===== config.mk =====
export PLATFORM = sky130hd
export DESIGN_NAME = rx_bit_monitor
export DESIGN_NICKNAME = d
export VERILOG_FILES = /design/src/rtl/arxm_pkg.sv /design/src/rtl/arxm_cfg_bank.sv /design/src/rtl/arxm_pin_match.sv /design/src/rtl/arxm_pin_reg.sv /design/src/rtl/rx_bit_monitor.sv
export SDC_FILE = /design/constraint.sdc
export NUM_CORES = 1
export LEC_CHECK = 0
export BUFFER_PORTS_ARGS = -buffer_cell sky130_fd_sc_hd__buf_2
export CORE_MARGIN = 5
export CORE_UTILIZATION = 60
export DETAILED_ROUTE_END_ITERATION = 10
export HOLD_SLACK_MARGIN = 0.02
export PLACE_DENSITY_LB_ADDON = 0.05
export SLEW_MARGIN = 20
export SYNTH_ARGS = -nofsm -noshare
export SYNTH_HDL_FRONTEND = slang
export SYNTH_SLANG_ARGS = --single-unit
export TNS_END_PERCENT = 100

===== constraint.sdc =====
create_clock -name clk -period 2.7 [get_ports clk]
set_clock_uncertainty 0.05 [all_clocks]
set_input_delay 0.54 -clock clk [delete_from_list [all_inputs] [get_ports clk]]
set_output_delay 0.54 -clock clk [all_outputs]
set_load 0.005 [all_outputs]

===== src/rtl/arxm_pkg.sv =====
package arxm_pkg;
  localparam int WORD_W        = 32;
  localparam int LABEL_W       = 8;
  localparam int CHAN_W        = 3;
  localparam int BITSEL_W      = 5;
  localparam int ADDR_W        = 16;
  localparam int DATA_W        = 8;
  localparam int MAX_PINS      = 8;
  localparam int FIRST_MON_BIT = 8;   // lower positions overlap the label field

  localparam logic [ADDR_W-1:0] STATUS_ADDR   = 16'h805F;
  localparam logic [ADDR_W-1:0] CFG_BASE_ADDR = 16'h8060;

  // Per-pin configuration; selector byte is {chan, bitpos}.
  typedef struct packed {
    logic [CHAN_W-1:0]   chan;
    logic [BITSEL_W-1:0] bitpos;
    logic [LABEL_W-1:0]  label;
  } pin_cfg_t;
endpackage


===== src/rtl/arxm_cfg_bank.sv =====
// Per-pin selector and label storage with read-back mux.
module arxm_cfg_bank
  import arxm_pkg::*;
#(
  parameter int NUM_PINS = 8
) (
  input  logic                          clk,
  input  logic                          rst_n,
  input  logic [ADDR_W-1:0]             reg_addr,
  input  logic                          reg_wr,
  input  logic [DATA_W-1:0]             reg_wdata,
  output pin_cfg_t [NUM_PINS-1:0]       cfg_o,
  output logic [DATA_W-1:0]             rd_data_o
);

  for (genvar p = 0; p < NUM_PINS; p++) begin : g_pin
    localparam logic [ADDR_W-1:0] SEL_ADDR = CFG_BASE_ADDR + ADDR_W'(2 * p);
    localparam logic [ADDR_W-1:0] LAB_ADDR = SEL_ADDR + ADDR_W'(1);

    logic     wr_sel, wr_lab, cfg_en;
    pin_cfg_t cfg_d, cfg_q;

    assign wr_sel = reg_wr && (reg_addr == SEL_ADDR);
    assign wr_lab = reg_wr && (reg_addr == LAB_ADDR);
    assign cfg_en = wr_sel || wr_lab;

    always_comb begin
      cfg_d = cfg_q;
      if (wr_sel) begin
        cfg_d.chan   = reg_wdata[DATA_W-1 -: CHAN_W];
        cfg_d.bitpos = reg_wdata[BITSEL_W-1:0];
      end
      if (wr_lab) begin
        cfg_d.label = reg_wdata;
      end
    end

    always_ff @(posedge clk or negedge rst_n) begin
      if (!rst_n) begin
        cfg_q <= '0;
      end else if (cfg_en) begin
        cfg_q <= cfg_d;
      end
    end

    assign cfg_o[p] = cfg_q;
  end

  always_comb begin
    rd_data_o = '0;
    for (int p = 0; p < NUM_PINS; p++) begin
      if (reg_addr == CFG_BASE_ADDR + ADDR_W'(2 * p)) begin
        rd_data_o = {cfg_o[p].chan, cfg_o[p].bitpos};
      end
      if (reg_addr == CFG_BASE_ADDR + ADDR_W'(2 * p + 1)) begin
        rd_data_o = cfg_o[p].label;
      end
    end
  end

endmodule


===== src/rtl/arxm_pin_match.sv =====
// Decides whether the current received word addresses one pin.
module arxm_pin_match
  import arxm_pkg::*;
(
  input  pin_cfg_t           cfg_i,
  input  logic               rx_valid_i,
  input  logic               chan_en_i,
  input  logic [CHAN_W-1:0]  rx_chan_i,
  input  logic [WORD_W-1:0]  rx_word_i,
  output logic               hit_o,
  output logic               bit_o
);

  logic pos_ok, chan_ok, label_ok;

  assign pos_ok   = (cfg_i.bitpos >= BITSEL_W'(FIRST_MON_BIT));
  assign chan_ok  = chan_en_i && (rx_chan_i == cfg_i.chan);
  assign label_ok = (rx_word_i[LABEL_W-1:0] == cfg_i.label);

  assign hit_o = rx_valid_i && chan_ok && label_ok && pos_ok;
  assign bit_o = rx_word_i[cfg_i.bitpos];

endmodule


===== src/rtl/arxm_pin_reg.sv =====
// Pin state: host preset first, monitored updates override per pin.
module arxm_pin_reg #(
  parameter int NUM_PINS = 8
) (
  input  logic                clk,
  input  logic                rst_n,
  input  logic                preset_wr_i,
  input  logic [NUM_PINS-1:0] preset_val_i,
  input  logic [NUM_PINS-1:0] upd_i,
  input  logic [NUM_PINS-1:0] upd_val_i,
  output logic [NUM_PINS-1:0] pins_o
);

  logic [NUM_PINS-1:0] pins_d, pins_q;
  logic                pins_en;

  assign pins_en = preset_wr_i || (|upd_i);

  always_comb begin
    pins_d = preset_wr_i ? preset_val_i : pins_q;
    for (int p = 0; p < NUM_PINS; p++) begin
      if (upd_i[p]) begin
        pins_d[p] = upd_val_i[p];
      end
    end
  end

  always_ff @(posedge clk or negedge rst_n) begin
    if (!rst_n) begin
      pins_q <= '0;
    end else if (pins_en) begin
      pins_q <= pins_d;
    end
  end

  assign pins_o = pins_q;

endmodule


===== src/rtl/rx_bit_monitor.sv =====
// Top: received-word bit monitor. rst_n is expected to be released
// synchronously to clk by the surrounding reset tree.
module rx_bit_monitor
  import arxm_pkg::*;
#(
  parameter int NUM_PINS = 8,
  parameter int NUM_CH   = 8
) (
  input  logic                clk,
  input  logic                rst_n,
  input  logic [NUM_CH-1:0]   rx_en,
  input  logic                rx_valid,
  input  logic [CHAN_W-1:0]   rx_chan,
  input  logic [WORD_W-1:0]   rx_word,
  input  logic [ADDR_W-1:0]   reg_addr,
  input  logic                reg_wr,
  input  logic [DATA_W-1:0]   reg_wdata,
  output logic [DATA_W-1:0]   reg_rdata,
  output logic [NUM_PINS-1:0] mon_pin
);

  pin_cfg_t [NUM_PINS-1:0] cfg;
  logic [DATA_W-1:0]       cfg_rdata;
  logic [NUM_PINS-1:0]     hit, hit_val;
  logic                    chan_en;
  logic                    preset_wr;

  always_comb begin
    chan_en = 1'b0;
    for (int c = 0; c < NUM_CH; c++) begin
      if (rx_chan == CHAN_W'(c)) begin
        chan_en = rx_en[c];
      end
    end
  end

  arxm_cfg_bank #(.NUM_PINS(NUM_PINS)) u_cfg (
    .clk       (clk),
    .rst_n     (rst_n),
    .reg_addr  (reg_addr),
    .reg_wr    (reg_wr),
    .reg_wdata (reg_wdata),
    .cfg_o     (cfg),
    .rd_data_o (cfg_rdata)
  );

  for (genvar p = 0; p < NUM_PINS; p++) begin : g_match
    arxm_pin_match u_match (
      .cfg_i      (cfg[p]),
      .rx_valid_i (rx_valid),
      .chan_en_i  (chan_en),
      .rx_chan_i  (rx_chan),
      .rx_word_i  (rx_word),
      .hit_o      (hit[p]),
      .bit_o      (hit_val[p])
    );
  end

  assign preset_wr = reg_wr && (reg_addr == STATUS_ADDR);

  arxm_pin_reg #(.NUM_PINS(NUM_PINS)) u_pins (
    .clk          (clk),
    .rst_n        (rst_n),
    .preset_wr_i  (preset_wr),
    .preset_val_i (reg_wdata[NUM_PINS-1:0]),
    .upd_i        (hit),
    .upd_val_i    (hit_val),
    .pins_o       (mon_pin)
  );

  assign reg_rdata = (reg_addr == STATUS_ADDR) ? DATA_W'(mon_pin) : cfg_rdata;

endmodule


==> results of run 1 <==
metrics by stage:
| step | cells | setup TNS [ns] | setup WS, ns | cell area (µm²) |
|---|---|---|---|---|
| 2_1_floorplan | 766 | 0 | 0.161 | 9440 |
| 3_3_place_gp | 1099 | -0.986 | -0.293 | 10700 |
| 3_5_place_dp | 1099 | -1.15 | -0.259 | 10700 |
| 4_1_cts | 1138 | -0.228 | -0.0735 | 11500 |
| 5_1_grt | 1139 | -0.868 | -0.160 | 11600 |
| 6_report | 1139 | -0.310 | -0.0884 | 11600 |
final timing paths:
check,startpoint,end,slack (ns),depth (start not counted)
worst max register to register,u_cfg.cfg_o[8],u_pins.pins_o[0],0.41,5
max in group asynchronous,rst_n,u_cfg.cfg_o[3],1.90,2
worst min register to register,u_cfg.cfg_o[16],u_cfg.cfg_o[16],0.50,1
worst max-delay path,reg_addr[13],reg_rdata[0],-0.09,8
worst min-delay path,rst_n,u_cfg.cfg_o[121],0.03,1
min in group clk,u_cfg.cfg_o[16],u_cfg.cfg_o[16],0.50,1
logic make-up after synthesis:
logic type | Yosys count | share of synthesized area
mux | 234 | 0.361
flops | 136 | 0.361
simple gates | 135 | 0.0907
compound gates | 108 | 0.0749
xor+xnor | 88 | 0.0817
buf+inv | 65 | 0.0316
area by class of cell:
type                            instances  area share
Multi-Input combinational cell        565       0.514
Sequential cell                       136       0.294
Timing Repair Buffer                  190       0.116
Clock buffer                           17      0.0367
Tap cell                              211      0.0228
Clock inverter                         14      0.0141
Inverter                                6     0.00194
repair_timing:
| item | 4_1_cts | 5_1_grt |
|---|---|---|
| pin swaps | 20 | 16 |
| gates resized for setup | 44 | 18 |
| hold buffers | 0 | 0 |
| buffers inserted | 8 | 2 |
| setup endpoints to repair | 8 | 8 |
| endpoints found under the hold margin | 0 | 0 |
sequential cells by signal, summed over array words and instances (netlist names):
signal         count
u_pins.pins_o      8
u_cfg.cfg_o      128
layout by cell type, fill, tap and decap left out, drive strengths merged, types with 2 or more instances in the layout:
master      n
a2111oi     3
a21oi      27
a22oi       6
a31oi       3
and2        3
and3        2
and4        2
buf       189
bufinv      2
clkbuf     18
clkinv      2
clkinvlp    3
dfrtp     136
inv        13
mux2      137
mux2i      26
mux4       71
nand2      36
nand3       8
nand4      25
nor2       29
nor2b      10
nor3        3
nor3b       2
nor4        9
o2111ai     8
o211ai      2
o21ai      20
o221ai      6
o22a        3
o22ai      16
o2bb2ai     3
o31ai       3
o32ai       2
or3         2
xnor2      88
power by group:
part | leakage [µW] | switching, µW | total [µW] | internal [µW]
registers | 0.00190 | 1.04 | 2040 | 2040
clock network | 0.000280 | 977 | 2360 | 1380
logic | 0.00280 | 375 | 610 | 235
total | 0.00498 | 1350 | 5010 | 3650
layer usage:
| layer | track usage | vias to the layer above | part of all wire |
|---|---|---|---|
| li1 | - | 3257 | - |
| met5 | 0 | - | 0 |
| met1 | 0.506 | 4046 | 0.37 |
| met3 | 0.0843 | 163 | 0.10 |
| met4 | 0.222 | 0 | 0.064 |
| met2 | 0.608 | 590 | 0.47 |
==> metrics.yaml, run 1 <==
outcome:
  status: "complete, but fails checks"
  violations: "negative setup slack"
sta:
  period_share: 1.03
  max-slew-margin-rel: 0.591
  rsz0062_at_grt: "true"
  fmax_ghz: 0.359
  setup_violations: 6
  hold_ws_ns: 0.0254
  drv_slew: 0
  worst_pin_slew_ns: 0.613
  fin_ws_ns: -0.0884
  hold_violations: 0
  layout_min_cycle_time_ns: 2.79
worst_setup_path:
  cp_top_family: "simple AND/OR/NAND/NOR gates"
  cp_slowest_cell: "nor4_4"
  worstSetupPathType: "input pin to primary output"
  slowest_delay_ns: 0.37
  path_buf_inv: 3
  cp_cell_sequence: "buf_6, nor4_4, nand4_1, buf_4, or3_1, a21oi_2, o31ai_1, buf_2"
  cp.required_ns: 2.11
  crit_path_end_kind: "primary output"
  cp.arrival_ns: 2.20
  crit_path_start_kind: "input pin"
  critPathMaxFanout: 5
pwr:
  power_uw: 5010
  power_density_nw_per_um2: 432
  vdd_drop_max_mv: 0.513
  p_leak_uw: 0.00498
clock_tree:
  tritoncts: "done"
  clockBufferDepth: 2
  clock_latency_ns: 0.43
  cts_buffers: 17
  cts-root-buf: "clkbuf_16"
  h-tree-depth: 4
  cts_num_sinks: 136
  clk_pin_slew_ns: 0.06
global_route:
  grt_overflow_total: 0
  grt_antenna_before_repair: 0
  track_usage: 0.389
  grt_pass1_vias: 8471
  grt_max_degree: 62
  grt_pass1_wl_um: 52200
synth:
  syn_inst: 766
  yosysUniqueCellTypes: 58
  ys.flop_type: "dfrtp_1"
  syn_area_um2: 9440
  ys_ff_latch: 136
  synth-async-reset-ratio: 1.00
  synthTopCellsByCount: "136 x dfrtp_1, 133 x mux2_2, 88 x xnor2_1, 71 x mux4_2, 35 x nand2_1"
  synth_edf_count: 0
  netlist_top_cells_area: "dfrtp_1 36%, mux4_2 17%, mux2_2 16%"
  synth_most_common_cell: "dfrtp_1"
  avgSynthCellArea_um2: 12.3
  ys_seq_area_frac: 0.361
  synth_top_cell_by_area: "dfrtp_1"
  yosys_warnings: 0
  synth_top_area_frac: 0.361
  syn_nets: 837
routing:
  drc: 0
  via_per_inst: 7.07
  drt-pass1-iter-count: 5
  wire_per_inst_um: 30.8
  drt-total-wl_um: 35100
  num_vias: 8056
  ant_nets: 0
  drt_iter0_markers: 875
final_layout:
  num-fill-cells: 1029
  utilization: 0.757
  nets: 987
  drive_gt1_frac: 0.519
  seq_area_um2: 3410
  multiInputGateArea_um2: 5960
  antenna_cells: 0
  area_growth_pct: 22.8
run:
  cap_violations: 0
placed_design:
  finalWeightedCongestion: 1.03
  port_buffers: 86
  hpwlAfterDp_um: 25200
die:
  fp.coreArea_um2: 15300
  die_area_um2: 18300
  core.rowCount: 45
  die_x_um: 135
  io_pins: 87
  initial_utilization: 0.616
  die_h_um: 135
min_path:
  worst_hold_path_type: "input pin to asynchronous set/reset pin"
(Power assumes the default switching activity.)
==> run 2: changes to the inputs <==
- PLACE_DENSITY_LB_ADDON: 0.05 -> 0.08
==> run 2 against run 1 <==
The flow still finishes with violations (negative setup slack). Die area did not move. Global-route usage fell by 0.067 points. Worst setup slack got worse by 0.013 ns. Register-to-register slack improved by 0.04 ns. Clock power rose by 2%. Power rose by 1.2%. Sequential share of layout area fell by 0.11 points. Cell area rose by 0.29%. Cell count did not move. Via count fell by 1.5%. Non-clock buffer count fell by 2. Critical path type unchanged. Largest cell class unchanged. Highest routed layer unchanged.
==> metrics.yaml, run 2 (synthesized netlist as in run 1, its figures left out) <==
pwr:
  p_leak_uw: 0.00499
  vdd_drop_max_mv: 0.507
  power_uw: 5070
  power_density_nw_per_um2: 436
die:
  fp.coreArea_um2: 15300
  initial_utilization: 0.616
  die_h_um: 135
  io_pins: 87
  die_area_um2: 18300
  core.rowCount: 45
  die_x_um: 135
clock_tree:
  clockBufferDepth: 2
  h-tree-depth: 4
  cts_hold_buf: 0
  cts-root-buf: "clkbuf_16"
  clk_pin_slew_ns: 0.06
  clock_latency_ns: 0.43
  cts_buffers: 17
  cts_num_sinks: 136
  tritoncts: "done"
final_layout:
  drive_gt1_frac: 0.524
  num-fill-cells: 1055
  antenna_cells: 0
  final_cell_mix: "136 x dfrtp_1, 133 x mux2_2, 88 x xnor2_1"
  mostFrequentLayoutCell: "dfrtp_1"
  nets: 986
  area_growth_pct: 23.2
  largest_reg_flops: 128
placed_design:
  hpwlAfterDp_um: 25300
  finalWeightedCongestion: 1.04
  dpl_worst_slack_ns: -0.385
  port_buffers: 86
worst_setup_path:
  cp.required_ns: 2.11
  critPathMaxFanout: 5
  crit_path_start_kind: "input pin"
  cp.arrival_ns: 2.21
  crit_path_end_kind: "primary output"
  ff2ff_setup_slack_ns: 0.45
  worstSetupPathType: "input pin to primary output"
min_path:
  worst_hold_path_type: "input pin to asynchronous set/reset pin"
routing:
  drt-total-wl_um: 34500
  drt_iter0_markers: 1021
  wire_per_inst_um: 30.3
  via_per_inst: 6.96
  ant_nets: 0
  drc: 0
  drt-pass1-iter-count: 7
  num_vias: 7932
sta:
  layout_min_cycle_time_ns: 2.80
  setup_violations: 7
  drv_slew: 0
  rsz0062_at_grt: "true"
  fmax_ghz: 0.357
  max-slew-margin-rel: 0.537
  setup_tns_ns: -0.574
  hold_ws_ns: 0.0710
  fin_ws_ns: -0.102
  hold_violations: 0
  period_share: 1.04
  worst_pin_slew_ns: 0.694
global_route:
  grt_pass1_wl_um: 52000
  track_usage: 0.389
  grt_max_degree: 69
  grt_overflow_total: 0
  grt_pass1_vias: 8223
  grt_antenna_before_repair: 0
outcome:
  violations: "negative setup slack"
  status: "complete, but fails checks"
run:
  cap_violations: 0
## run 2: per-layer routing
layer	wire [µm]	track usage	up-vias
met5	0	0	-
met4	1570	0.172	0
met3	3480	0.0966	109
met2	16000	0.601	533
met1	13500	0.524	4041
li1	-	-	3249
## run 2: repair_timing
item / in CTS / in global routing
cloned: 1 / 0
setup endpoints to repair: 8 / 8
setup buffers: 8 / 4
pin swaps: 19 / 17
gates resized for setup: 51 / 16
## run 2: per-stage QoR
step / util / area (µm²) / cells
2_1_floorplan: - / 9440 / 766
3_3_place_gp: 0.697 / 10700 / 1097
3_5_place_dp: 0.697 / 10700 / 1097
4_1_cts: 0.751 / 11500 / 1135
5_1_grt: 0.759 / 11600 / 1139
6_report: 0.759 / 11600 / 1139
## run 2: final cells by class
| class | count | area, µm² | area share |
|---|---|---|---|
| clock buffer | 19 | 433 | 0.0372 |
| clock inverter | 13 | 169 | 0.0145 |
| inverter | 6 | 26.3 | 0.00226 |
| multi-input combinational | 566 | 5980 | 0.514 |
| sequential | 136 | 3400 | 0.293 |
| tap | 211 | 264 | 0.0227 |
| timing repair buffer | 188 | 1350 | 0.116 |
## run 2: critical path, stage by stage
cell	delay, ns
buf_6	0.09
nor4_4	0.31
buf_4	0.17
nand4_1	0.11
buf_4	0.17
nor2_4	0.16
buf_6	0.16
nand2_4	0.06
o221ai_4	0.17
o31ai_2	0.10
buf_2	0.14
## run 2: worst paths after layout
kind / endpoint / depth (start not counted) / startpoint
worst max-delay path: reg_rdata[0] / 11 / reg_addr[12]
min in group clk: u_cfg.cfg_o[35] / 1 / u_cfg.cfg_o[35]
max in group asynchronous: u_cfg.cfg_o[33] / 2 / rst_n
worst max register to register: u_pins.pins_o[0] / 5 / u_cfg.cfg_o[8]
worst min-delay path: u_cfg.cfg_o[105] / 1 / rst_n
worst min register to register: u_cfg.cfg_o[35] / 1 / u_cfg.cfg_o[35]
## run 2: power by group
part	switching, µW	internal, µW	total [µW]
clock network	940	1460	2400
registers	1.13	2040	2040
logic	377	246	623
total	1320	3750	5070
==> run 3: changes to the inputs <==
==> constraint.sdc (replaced) <==
create_clock -name clk -period 2.7 [get_ports clk]
set_clock_uncertainty 0.05 [all_clocks]
set_input_delay 0.135 -clock clk [delete_from_list [all_inputs] [get_ports clk]]
set_output_delay 0.135 -clock clk [all_outputs]
set_load 0.005 [all_outputs]
==> run 3 against run 2 <==
The flow now finishes without violations. Cell area decreased by 7.9%. Via count decreased by 5.0%. Sequential cell count is the same. Cell count fell by 6.6%. Register-to-register slack improved by 0.02 ns. Worst hold slack gained 0.098 ns. Global-route usage down 2.1 points. Clock power grew 2%. Utilization shrank 6.0 points. Routed wire length decreased by 5.9%.
==> metrics.yaml, run 3 (synthesized netlist as in run 1, its figures left out) <==
outcome:
  status: "completed"
clock_tree:
  clk_pin_slew_ns: 0.06
  cts_buffers: 17
  clock_latency_ns: 0.43
  tritoncts: "done"
  cts-root-buf: "clkbuf_16"
  h-tree-depth: 4
  cts_num_sinks: 136
  clockBufferDepth: 2
  post_cts_buffers: 0
worst_setup_path:
  r2r_cells: 4
  crit_path_start_kind: "flip-flop"
  slowest_delay_ns: 0.53
  crit_path_end_kind: "primary output"
  cp_cell_sequence: "mux4_2, nand2_1, a21oi_1, a21oi_1, a2111oi_0, a221o_1, buf_2"
  cp.arrival_ns: 2.30
  ff2ff_setup_slack_ns: 0.47
  cp.required_ns: 2.52
  worstSetupPathType: "flip-flop to primary output"
  critPathMaxFanout: 5
  rr_startpoint: "u_cfg.cfg_o[8]"
  r2r-end: "u_pins.pins_o[0]"
  path_common_cell: "a21oi_1"
  cp_slowest_cell: "dfrtp_1"
sta:
  layout_min_cycle_time_ns: 2.48
  max-slew-margin-rel: 0.585
  period_share: 0.919
  fin_ws_ns: 0.219
  drv_slew: 0
  worst_pin_slew_ns: 0.622
  setup_violations: 0
  setup_tns_ns: 0
  fmax_ghz: 0.403
  hold_violations: 0
  rsz0062_at_grt: "false"
global_route:
  grt_pass1_wl_um: 49300
  track_usage: 0.367
  grt_overflow_total: 0
  grt_antenna_before_repair: 0
  grt_max_degree: 59
  grt_pass1_vias: 7686
die:
  io_pins: 87
  die_x_um: 135
  core.rowCount: 45
  die_h_um: 135
  die_area_um2: 18300
  initial_utilization: 0.616
  fp.coreArea_um2: 15300
routing:
  drt-pass1-iter-count: 5
  num_vias: 7535
  drc: 0
  drt-total-wl_um: 32500
  wire_per_inst_um: 30.5
  via_per_inst: 7.08
  ant_nets: 0
  drt_iter0_markers: 882
final_layout:
  instances_no_fill: 1064
  nets: 911
  drive_gt1_frac: 0.435
  area_growth_pct: 13.4
  antenna_cells: 0
  mostFrequentLayoutCell: "dfrtp_1"
  final_cell_mix: "136 x dfrtp_1, 133 x mux2_2, 88 x xnor2_1"
  fin_area_um2: 10700
  largest_reg_flops: 128
placed_design:
  placed_area_um2: 10100
  port_buffers: 86
  finalWeightedCongestion: 1.05
  placed_cells: 1031
  dpl_worst_slack_ns: 0.263
  hpwlAfterDp_um: 23300
pwr:
  p_int_uw: 3730
  clkPwrFrac: 0.486
  vdd_drop_max_mv: 0.459
  power_density_nw_per_um2: 470
  power_uw: 5030
  power_frac_comb: 0.108
  power_frac_seq: 0.405
  switching_power_uw: 1300
  p_sw_frac: 0.259
  p_leak_uw: 0.00452
min_path:
  worst_hold_path_type: "input pin to asynchronous set/reset pin"
run:
  cap_violations: 0
==> run 3: cell type report <==
| cell class | count | area (µm²) |
|---|---|---|
| Multi-Input combinational cell | 565 | 5740 |
| Fill cell | 1154 | 4610 |
| Sequential cell | 136 | 3400 |
| Timing Repair Buffer | 114 | 662 |
| Clock buffer | 20 | 447 |
| Tap cell | 211 | 264 |
| Clock inverter | 12 | 166 |
| Inverter | 6 | 22.5 |
==> run 3: worst max-delay path by stage <==
stage,startpoint,endpoint,depth (start not counted)
after floorplan,u_cfg.cfg_o[8],u_pins.pins_o[0],5
after global placement,reg_addr[13],reg_rdata[7],8
after detailed placement,reg_addr[13],reg_rdata[7],8
after CTS,reg_addr[13],reg_rdata[7],8
after global routing,u_cfg.cfg_o[104],reg_rdata[0],7
final,u_cfg.cfg_o[60],reg_rdata[4],7
==> run 3: through the flow <==
step	hold slack (ns)	util
after floorplan	-0.211	-
after global placement	0.0629	0.658
after detailed placement	0.0662	0.658
after CTS	0.190	0.699
after global routing	0.215	0.699
final	0.169	0.699
==> run 3: timing repair <==
item,in CTS,in global routing
setup endpoints to repair,0,1
gates resized for setup,0,1
hold endpoints to repair,49,0
hold buffers,1,0
==> run 3: layer usage <==
layer,share of wire,global-route usage,up-vias
met1,0.39,0.511,3824
met4,0.044,0.147,0
met2,0.47,0.568,521
li1,-,-,3096
met5,0,0,-
met3,0.10,0.0784,94
==> run 3: power groups by stage <==
stage	logic [µW]	clock network, µW	registers, µW
global route	570	2550	2040
floorplan	272	0	2080
detailed placement	525	0	2080
global placement	515	0	2080
finish	545	2450	2040
CTS	529	2440	2040
==> run 3: worst max-delay path, delay by kind of cell (launching register included) <==
family	cells	cell delay, ns
flip-flops	1	0.53
buffers and inverters	1	0.11
multiplexers	1	0.30
AND/OR/NAND/NOR	1	0.06
AO/OA/AOI/OAI	4	0.86
